[src/rtl/dtap_pkg.sv]
package dtap_pkg;
    parameter int DBG_IR_W = 4;
    parameter int BSC_IR_W = 5;
    parameter int ID_W     = 32;
    parameter int ACC_W    = 35;
    localparam int ACK_W   = 3;

    localparam logic [DBG_IR_W-1:0] DBG_BYPASS = 4'b1111;
    localparam logic [DBG_IR_W-1:0] DBG_IDCODE = 4'b1110;
    localparam logic [DBG_IR_W-1:0] DBG_DPACC  = 4'b1010;
    localparam logic [DBG_IR_W-1:0] DBG_APACC  = 4'b1011;
    localparam logic [DBG_IR_W-1:0] DBG_ABORT  = 4'b1000;
    localparam logic [BSC_IR_W-1:0] BSC_IDCODE = 5'b00001;

    localparam logic [ACK_W-1:0] ACK_OK   = 3'b010;
    localparam logic [ACK_W-1:0] ACK_WAIT = 3'b001;

    typedef enum logic [3:0] {
        TS_RESET, TS_IDLE,
        TS_SEL_DR, TS_CAP_DR, TS_SHF_DR, TS_EX1_DR, TS_PAU_DR, TS_EX2_DR, TS_UPD_DR,
        TS_SEL_IR, TS_CAP_IR, TS_SHF_IR, TS_EX1_IR, TS_PAU_IR, TS_EX2_IR, TS_UPD_IR
    } tap_state_t;

    typedef enum logic [2:0] {SEL_BYP, SEL_ID, SEL_DPA, SEL_APA, SEL_ABT} dbg_sel_t;

    typedef struct packed {
        logic tlr;
        logic cap_ir;
        logic shf_ir;
        logic upd_ir;
        logic cap_dr;
        logic shf_dr;
        logic upd_dr;
    } tap_ctl_t;
endpackage

[src/rtl/tap_ctrl_fsm.sv]
module tap_ctrl_fsm
    import dtap_pkg::*;
(
    input  logic     tck,
    input  logic     trst_n,
    input  logic     tms,
    output tap_ctl_t ctl
);
    tap_state_t state, state_nx;

    always_ff @(posedge tck or negedge trst_n) begin
        if (!trst_n) state <= TS_RESET;
        else         state <= state_nx;
    end

    always_comb begin
        state_nx = state;
        unique case (state)
            TS_RESET:  state_nx = tms ? TS_RESET  : TS_IDLE;
            TS_IDLE:   state_nx = tms ? TS_SEL_DR : TS_IDLE;
            TS_SEL_DR: state_nx = tms ? TS_SEL_IR : TS_CAP_DR;
            TS_CAP_DR: state_nx = tms ? TS_EX1_DR : TS_SHF_DR;
            TS_SHF_DR: state_nx = tms ? TS_EX1_DR : TS_SHF_DR;
            TS_EX1_DR: state_nx = tms ? TS_UPD_DR : TS_PAU_DR;
            TS_PAU_DR: state_nx = tms ? TS_EX2_DR : TS_PAU_DR;
            TS_EX2_DR: state_nx = tms ? TS_UPD_DR : TS_SHF_DR;
            TS_UPD_DR: state_nx = tms ? TS_SEL_DR : TS_IDLE;
            TS_SEL_IR: state_nx = tms ? TS_RESET  : TS_CAP_IR;
            TS_CAP_IR: state_nx = tms ? TS_EX1_IR : TS_SHF_IR;
            TS_SHF_IR: state_nx = tms ? TS_EX1_IR : TS_SHF_IR;
            TS_EX1_IR: state_nx = tms ? TS_UPD_IR : TS_PAU_IR;
            TS_PAU_IR: state_nx = tms ? TS_EX2_IR : TS_PAU_IR;
            TS_EX2_IR: state_nx = tms ? TS_UPD_IR : TS_SHF_IR;
            TS_UPD_IR: state_nx = tms ? TS_SEL_DR : TS_IDLE;
            default:   state_nx = TS_RESET;
        endcase
    end

    always_comb begin
        ctl        = '0;
        ctl.tlr    = (state == TS_RESET);
        ctl.cap_ir = (state == TS_CAP_IR);
        ctl.shf_ir = (state == TS_SHF_IR);
        ctl.upd_ir = (state == TS_UPD_IR);
        ctl.cap_dr = (state == TS_CAP_DR);
        ctl.shf_dr = (state == TS_SHF_DR);
        ctl.upd_dr = (state == TS_UPD_DR);
    end
endmodule

[src/rtl/bsc_tap.sv]
module bsc_tap
    import dtap_pkg::*;
#(
    parameter logic [ID_W-1:0] BSC_ID = 32'h2D1C_40A5
) (
    input  logic     tck,
    input  logic     trst_n,
    input  tap_ctl_t ctl,
    input  logic     si,
    output logic     so
);
    logic [BSC_IR_W-1:0] ir, ir_sr;
    logic [ID_W-1:0]     dr;
    logic                id_sel;

    assign id_sel = (ir == BSC_IDCODE);

    always_ff @(posedge tck or negedge trst_n) begin
        if (!trst_n) begin
            ir    <= BSC_IDCODE;
            ir_sr <= '0;
            dr    <= '0;
        end else begin
            if (ctl.tlr)         ir <= BSC_IDCODE;
            else if (ctl.upd_ir) ir <= ir_sr;
            if (ctl.cap_ir)      ir_sr <= {{(BSC_IR_W-1){1'b0}}, 1'b1};
            else if (ctl.shf_ir) ir_sr <= {si, ir_sr[BSC_IR_W-1:1]};
            if (ctl.cap_dr)      dr <= id_sel ? BSC_ID : '0;
            else if (ctl.shf_dr) begin
                if (id_sel) dr    <= {si, dr[ID_W-1:1]};
                else        dr[0] <= si;
            end
        end
    end

    assign so = ctl.shf_ir ? ir_sr[0] : dr[0];
endmodule

[src/rtl/dbg_tap.sv]
module dbg_tap
    import dtap_pkg::*;
#(
    parameter logic [ID_W-1:0] DBG_ID = 32'h3BA0_0477
) (
    input  logic              tck,
    input  logic              trst_n,
    input  tap_ctl_t          ctl,
    input  logic              si,
    output logic              so,
    input  logic              rsp_wait,
    input  logic [ID_W-1:0]   rsp_rdata,
    output logic              req_valid,
    output logic              req_ap,
    output logic              req_rnw,
    output logic [1:0]        req_addr,
    output logic [ID_W-1:0]   req_wdata,
    output logic              dp_abort
);
    logic [DBG_IR_W-1:0] ir, ir_sr;
    logic [ACC_W-1:0]    dr;
    dbg_sel_t            sel;

    always_comb begin
        case (ir)
            DBG_IDCODE: sel = SEL_ID;
            DBG_DPACC:  sel = SEL_DPA;
            DBG_APACC:  sel = SEL_APA;
            DBG_ABORT:  sel = SEL_ABT;
            default:    sel = SEL_BYP;
        endcase
    end

    always_ff @(posedge tck or negedge trst_n) begin
        if (!trst_n) begin
            ir        <= DBG_IDCODE;
            ir_sr     <= '0;
            dr        <= '0;
            req_valid <= 1'b0;
            req_ap    <= 1'b0;
            req_rnw   <= 1'b0;
            req_addr  <= '0;
            req_wdata <= '0;
            dp_abort  <= 1'b0;
        end else begin
            req_valid <= 1'b0;
            dp_abort  <= 1'b0;
            if (ctl.tlr)         ir <= DBG_IDCODE;
            else if (ctl.upd_ir) ir <= ir_sr;
            if (ctl.cap_ir)      ir_sr <= {{(DBG_IR_W-1){1'b0}}, 1'b1};
            else if (ctl.shf_ir) ir_sr <= {si, ir_sr[DBG_IR_W-1:1]};
            if (ctl.cap_dr) begin
                unique case (sel)
                    SEL_ID:           dr <= {{(ACC_W-ID_W){1'b0}}, DBG_ID};
                    SEL_DPA, SEL_APA: dr <= {rsp_rdata, rsp_wait ? ACK_WAIT : ACK_OK};
                    default:          dr <= '0;
                endcase
            end else if (ctl.shf_dr) begin
                unique case (sel)
                    SEL_ID:                    dr[ID_W-1:0] <= {si, dr[ID_W-1:1]};
                    SEL_DPA, SEL_APA, SEL_ABT: dr <= {si, dr[ACC_W-1:1]};
                    default:                   dr[0] <= si;
                endcase
            end
            if (ctl.upd_dr) begin
                if (sel == SEL_DPA || sel == SEL_APA) begin
                    req_valid <= 1'b1;
                    req_ap    <= (sel == SEL_APA);
                    req_wdata <= dr[ACC_W-1:ACK_W];
                    req_addr  <= dr[2:1];
                    req_rnw   <= dr[0];
                end
                if (sel == SEL_ABT) dp_abort <= dr[ACK_W];
            end
        end
    end

    assign so = ctl.shf_ir ? ir_sr[0] : dr[0];
endmodule

[src/rtl/dual_tap_chain.sv]
module dual_tap_chain
    import dtap_pkg::*;
#(
    parameter logic [ID_W-1:0] DBG_ID = 32'h3BA0_0477,
    parameter logic [ID_W-1:0] BSC_ID = 32'h2D1C_40A5
) (
    input  logic            tck,
    input  logic            trst_n,
    input  logic            tms,
    input  logic            tdi,
    output logic            tdo,
    output logic            req_valid,
    output logic            req_ap,
    output logic            req_rnw,
    output logic [1:0]      req_addr,
    output logic [ID_W-1:0] req_wdata,
    input  logic            rsp_wait,
    input  logic [ID_W-1:0] rsp_rdata,
    output logic            dp_abort
);
    tap_ctl_t ctl;
    logic     mid;
    logic     dbg_so;

    tap_ctrl_fsm u_fsm (.tck(tck), .trst_n(trst_n), .tms(tms), .ctl(ctl));

    bsc_tap #(.BSC_ID(BSC_ID)) u_bsc (
        .tck(tck), .trst_n(trst_n), .ctl(ctl), .si(tdi), .so(mid)
    );

    dbg_tap #(.DBG_ID(DBG_ID)) u_dbg (
        .tck(tck), .trst_n(trst_n), .ctl(ctl), .si(mid), .so(dbg_so),
        .rsp_wait(rsp_wait), .rsp_rdata(rsp_rdata),
        .req_valid(req_valid), .req_ap(req_ap), .req_rnw(req_rnw),
        .req_addr(req_addr), .req_wdata(req_wdata), .dp_abort(dp_abort)
    );

    assign tdo = (ctl.shf_ir || ctl.shf_dr) ? dbg_so : 1'b0;
endmodule

[config.mk]
export PLATFORM = sky130hd
export DESIGN_NAME = dual_tap_chain
export DESIGN_NICKNAME = d
export VERILOG_FILES = /design/src/rtl/dtap_pkg.sv /design/src/rtl/tap_ctrl_fsm.sv /design/src/rtl/bsc_tap.sv /design/src/rtl/dbg_tap.sv /design/src/rtl/dual_tap_chain.sv
export SDC_FILE = /design/constraint.sdc
export NUM_CORES = 1
export LEC_CHECK = 0
export CAP_MARGIN = 20
export CORE_ASPECT_RATIO = 0.75
export CORE_MARGIN = 2
export CORE_UTILIZATION = 60
export CTS_CLUSTER_DIAMETER = 100
export DETAILED_ROUTE_END_ITERATION = 10
export PLACE_DENSITY_LB_ADDON = 0.12
export SYNTH_ARGS = -nofsm -noshare
export SYNTH_HDL_FRONTEND = slang
export SYNTH_HIERARCHICAL = 1
export SYNTH_SLANG_ARGS = --single-unit
[constraint.sdc]
create_clock -name tck -period 6.9 [get_ports tck]
set_input_delay 1.38 -clock tck [delete_from_list [all_inputs] [get_ports tck]]
set_output_delay 1.38 -clock tck [all_outputs]
set_load 0.05 [all_outputs]
# Yosys cells after proc, flatten, opt, wreduce, memory -nomap -nowiden
# Index checks and enable logic that the tools add are counted.
[op_classes] eq_ne=24 mux=41 n_reduce_logical=19
[op_table] op="two-way mux 35 bit" n=2
[op_table] op="one-hot mux 35 bit (2 select lines)" n=1
[op_table] op="two-way mux 32 bit" n=2
[op_table] op="one-hot mux 31 bit (2 select lines)" n=1
[op_table] op="== test 4 bit (second input constant)" n=12
[op_table] op="one-hot mux 4 bit (12 select lines)" n=1
[op_table] op="two-way mux 4 bit" n=8
[op_table] op="two-way mux 31 bit" n=1
[op_table] op="two-way mux 30 bit" n=1
[op_table] op="two-way mux 5 bit" n=4
[op_table] op="== test 4 x 3 -> 1 bit (second input constant)" n=4
[op_table] op="two-way mux 1 bit" n=12
[op_table] op="one-hot mux 3 bit (4 select lines)" n=1
[op_table] op="nonzero test 2 bit" n=5
[op_table] op="two-way mux 3 bit" n=3
[op_table] op="== test 4 x 2 -> 1 bit (second input constant)" n=2
[op_table] op="two-way mux 2 bit" n=4
[op_table] op="AND reduction 2 bit" n=4
[op_table] op="== test 3 x 2 -> 1 bit (second input constant)" n=2
[op_table] op="OR reduction 2 bit" n=3
[op_table] op="OR reduction 3 bit" n=2
[op_table] op="== test 5 x 1 -> 1 bit (second input constant)" n=1
[op_table] op="== test 4 x 1 -> 1 bit (second input constant)" n=1
[op_table] op="logical NOT 4 bit" n=1
[op_table] op="other kinds (5)" n=6
[totals] regBits=127 inputBits=37 out_inout_bits=39 elab_cells=100

# Depth between registers and ports, before layout
[depth] depth_word=7 mapped_depth=9

# Modules after synthesis
# Netlist, hierarchy kept.
[by_module_without_submodules] mod="dbg_tap" n_inst=1 cells_each=315 area_per_inst_um2=3575.9
[by_module_without_submodules] mod="bsc_tap" n_inst=1 cells_each=184 area_per_inst_um2=1954.4
[by_module_without_submodules] mod="tap_ctrl_fsm" n_inst=1 cells_each=46 area_per_inst_um2=340.3
[by_module_without_submodules] mod="dual_tap_chain" n_inst=1 cells_each=1 area_per_inst_um2=7.5

# Least setup slack after synthesis
# No wires, ideal clock.
[synth_path] kind="register to output" startpoint="reg u_fsm.state[1]" endpoint="out tdo" arrival_ns=2.181 required_time_ns=5.520 path_slack_ns=3.339 stages_incl_launch_ff=4 path_cell_list="dfrtp_1 buf_2 nor4_1 o21a_1"
[synth_rtl] element="from (decl)" line_no="tap_ctrl_fsm.sv:9" source="tap_state_t state, state_nx;"
[synth_rtl] element="from (signal assigned)" line_no="tap_ctrl_fsm.sv:13" source="else state <= state_nx;"
[synth_rtl] element="to (decl)" line_no="dual_tap_chain.sv:11" source="output logic tdo,"

==> qor.yml <==
outcome: "complete, no violations"
postCtsResizedCells: 0
initial_core_util: 0.6136
die_h_microns: 89.72
gp_congestion: 0.8411
clk_latency_ps: 410
worstHoldStart: "u_dbg/req_wdata[11]$_DFFE_PN0P_"
timing.final.crit_share: 0.6101
avgSynthCellArea_sq_um: 10.77
coreArea_sq_um: 9580
fin_crit_ps: 4209
cpPeakStageDelay_ps: 700
ys_ff_latch: 127
path_cells: "nand2b_1 > nor2_1 > buf_4 > mux2_2 > o21a_1 > clkdlybuf4s50_1"
dpl.hpwl_microns: 8007
worst_setup_path_end_kind: "primary output"
fill_cells: 638
layout-drive-gt1-share: 0.1766
io_pins: 76
areaGrowthSynthToFinish_pct: 24.67
syn_inst: 546
synth_nets: 583
grt_first_pass_wirelength_microns: 22240
path_clk_slew_ps: 50
cts_setup_buffers: 0
antenna_found_initial: 0
relSlewSlack: 0.2958
setup_tns_ps: 0
fin_ws_ps: 2691
drc: 0
routedWlPerCell_microns: 17.82
crit_arrival_ps: 2830
grt-ovfl-total: 0
finalNetCount: 648
grt_pass1_vias: 4487
drv_slew: 0
startpoint: "u_fsm/state[3]$_DFF_PN0_"
vias_per_cell: 5.919
grt_max_degree: 88
cp_max_fo: 17
finalSetupViolations: 0
dieArea_sq_um: 10610
finalHoldViolCount: 0
final_cell_mix: "dfrtp_1 (123), clkdlybuf4s50_1 (74), a21oi_1 (54), o21ai_0 (50)"
grt.total_usage: 0.2650
cts_made_buffers: 17
worst_slew_pin_slew_ps: 1053
rows: 31
crit_slowest_cell: "clkdlybuf4s50_1"
dr.pass1.iters: 5
postRouteWirelength_microns: 13460
htree_levels: 4
layout_commonest_cell: "dfrtp_1"
start_kind: "register"
maxCapViolCount: 0
fmax_mhz: 237.6
crit_required_ps: 5520
yosys.cell_types.count: 49
yosysSeqAreaShare: 0.5415
mappedNetlistArea_sq_um: 5878
yosys_warnings: 6
drt_iter0_drc: 393
detail-route-antenna-nets: 0
io_buffers: 75
p_per_area_nw_per_um2: 507.3
fin_skew_ps: 5.727
cts_hold_buf: 0
die_w_microns: 118.3
tritoncts: "yes"
vias: 4469
critical_path_class: "reg2out"
hold_path.class: "reg2reg"
timing.rr.start: "u_fsm/state[1]$_DFF_PN0_"
insertedDiodeCount: 0
cts.sinks: 127
dp_slack_ps: 3152
rsz0062_at_grt: "no"
ir_drop_uv: 295.4
clk_path_buf_depth: 2
leakagePower_uw: 0.003219
root_buffer: "clkbuf_16"
-- power by group --
group	switching [uW]	internal [uW]
Clock	301	575
Combinational	908	658
Sequential	225	1050
Total	1430	2280
-- kinds of logic (layout without fill, tap and decap cells) --
logic type,after synthesis,in the layout,share of synthesized area
AOI/OAI and AO/OA,140,140,0.1599
buffers and inverters,70,147,0.05300
DFF,127,127,0.5415
muxes,69,69,0.1277
and+or+nand+nor,140,140,0.1179
-- critical path, delay by kind of cell (launching register included) --
kind	cells	cell delay, ps
AO/OA/AOI/OAI	1	120
buffers and inverters	2	940
multiplexers	1	380
flip-flops	1	650
AND/OR/NAND/NOR	2	340
-- flip-flops by register name (all words and copies together) (netlist names) --
| signal | count |
|---|---|
| u_dbg/dr | 35 |
| u_bsc/dr | 32 |
| u_dbg/req_wdata | 32 |
| u_bsc/ir | 5 |
| u_bsc/ir_sr | 5 |
| u_dbg/ir | 4 |
| u_dbg/ir_sr | 4 |
| u_fsm/state | 4 |
| u_dbg/req_addr | 2 |
| u_dbg/dp_abort | 1 |
| u_dbg/req_ap | 1 |
| u_dbg/req_rnw | 1 |
| u_dbg/req_valid | 1 |
-- through the flow --
stage,hold WS [ps],cells,cell area (sq um),util,power (uW)
floorplan,459.9,546,5878,-,2378
global placement,461.4,718,6654,0.6945,2706
detailed placement,471.2,719,6665,0.6957,2785
CTS,483.0,750,7251,0.7568,3686
global route,520.9,755,7328,0.7649,3913
finish,479.0,755,7328,0.7649,3718
-- layer usage --
| layer | part of all wire | global-route usage | vias up |
|---|---|---|---|
| li1 | - | - | 2036 |
| met3 | 0.052 | 0.06282 | 33 |
| met5 | 0 | 0 | - |
| met2 | 0.48 | 0.4022 | 155 |
| met1 | 0.44 | 0.3617 | 2245 |
| met4 | 0.025 | 0.1275 | 0 |
-- final timing paths --
kind / endpoint / depth (start not counted) / slack, ps
worst max-delay path: tdo / 6 / 2690
worst min-delay path: u_dbg/req_wdata[11]$_DFFE_PN0P_ / 2 / 480
worst max register to register: u_dbg/dr[1]$_DFFE_PN0P_ / 7 / 3690
worst min register to register: u_dbg/req_wdata[11]$_DFFE_PN0P_ / 2 / 480
max in group asynchronous: u_bsc/dr[16]$_DFFE_PN0P_ / 3 / 4840
min in group asynchronous: u_fsm/state[1]$_DFF_PN0_ / 1 / 950
-- cell usage after synthesis, drive strengths merged --
cell    number  area share
or2          1      0.0011
a32o         1      0.0017
o221ai       2      0.0030
and4b        3      0.0051
or3b         2      0.0034
a21oi       55       0.049
mux2        48       0.092
o32ai       11       0.031
or4b         1      0.0017
o211ai       1      0.0013
mux2i       21       0.036
inv         30       0.019
dfstp        4       0.018
nand2b       4      0.0043
o21a         2      0.0026
a221o        1      0.0017
or3          1      0.0019
a211o        6      0.0089
nor4         2      0.0021
o32a         1      0.0017
clkbuf      22       0.014
nor2b       20       0.021
a31o         1      0.0030
nor3b        3      0.0038
a21o         1      0.0013
dfrtp      123        0.52
nand2       46       0.029
a221oi       3      0.0045
o21ai       50       0.043
and3b        1      0.0015
nor2        30       0.019
buf         18       0.020
o2bb2a       1      0.0034
a211oi       1      0.0013
nand3b       1      0.0013
a31oi        3      0.0032
nor3         3      0.0026
nand3       21       0.018
nor4b        1      0.0015
-- area by class of cell --
cell class                      count  area (sq um)  share of cell area
Multi-Input combinational cell    349          2407              0.3285
Inverter                           30         112.6             0.01537
Tap cell                          132         165.2             0.02254
Timing Repair Buffer               86         874.6              0.1193
Clock buffer                       25         505.5             0.06898
Sequential cell                   127          3183              0.4344
Clock inverter                      6         80.08             0.01093
Power figures use the tool's default switching activity.
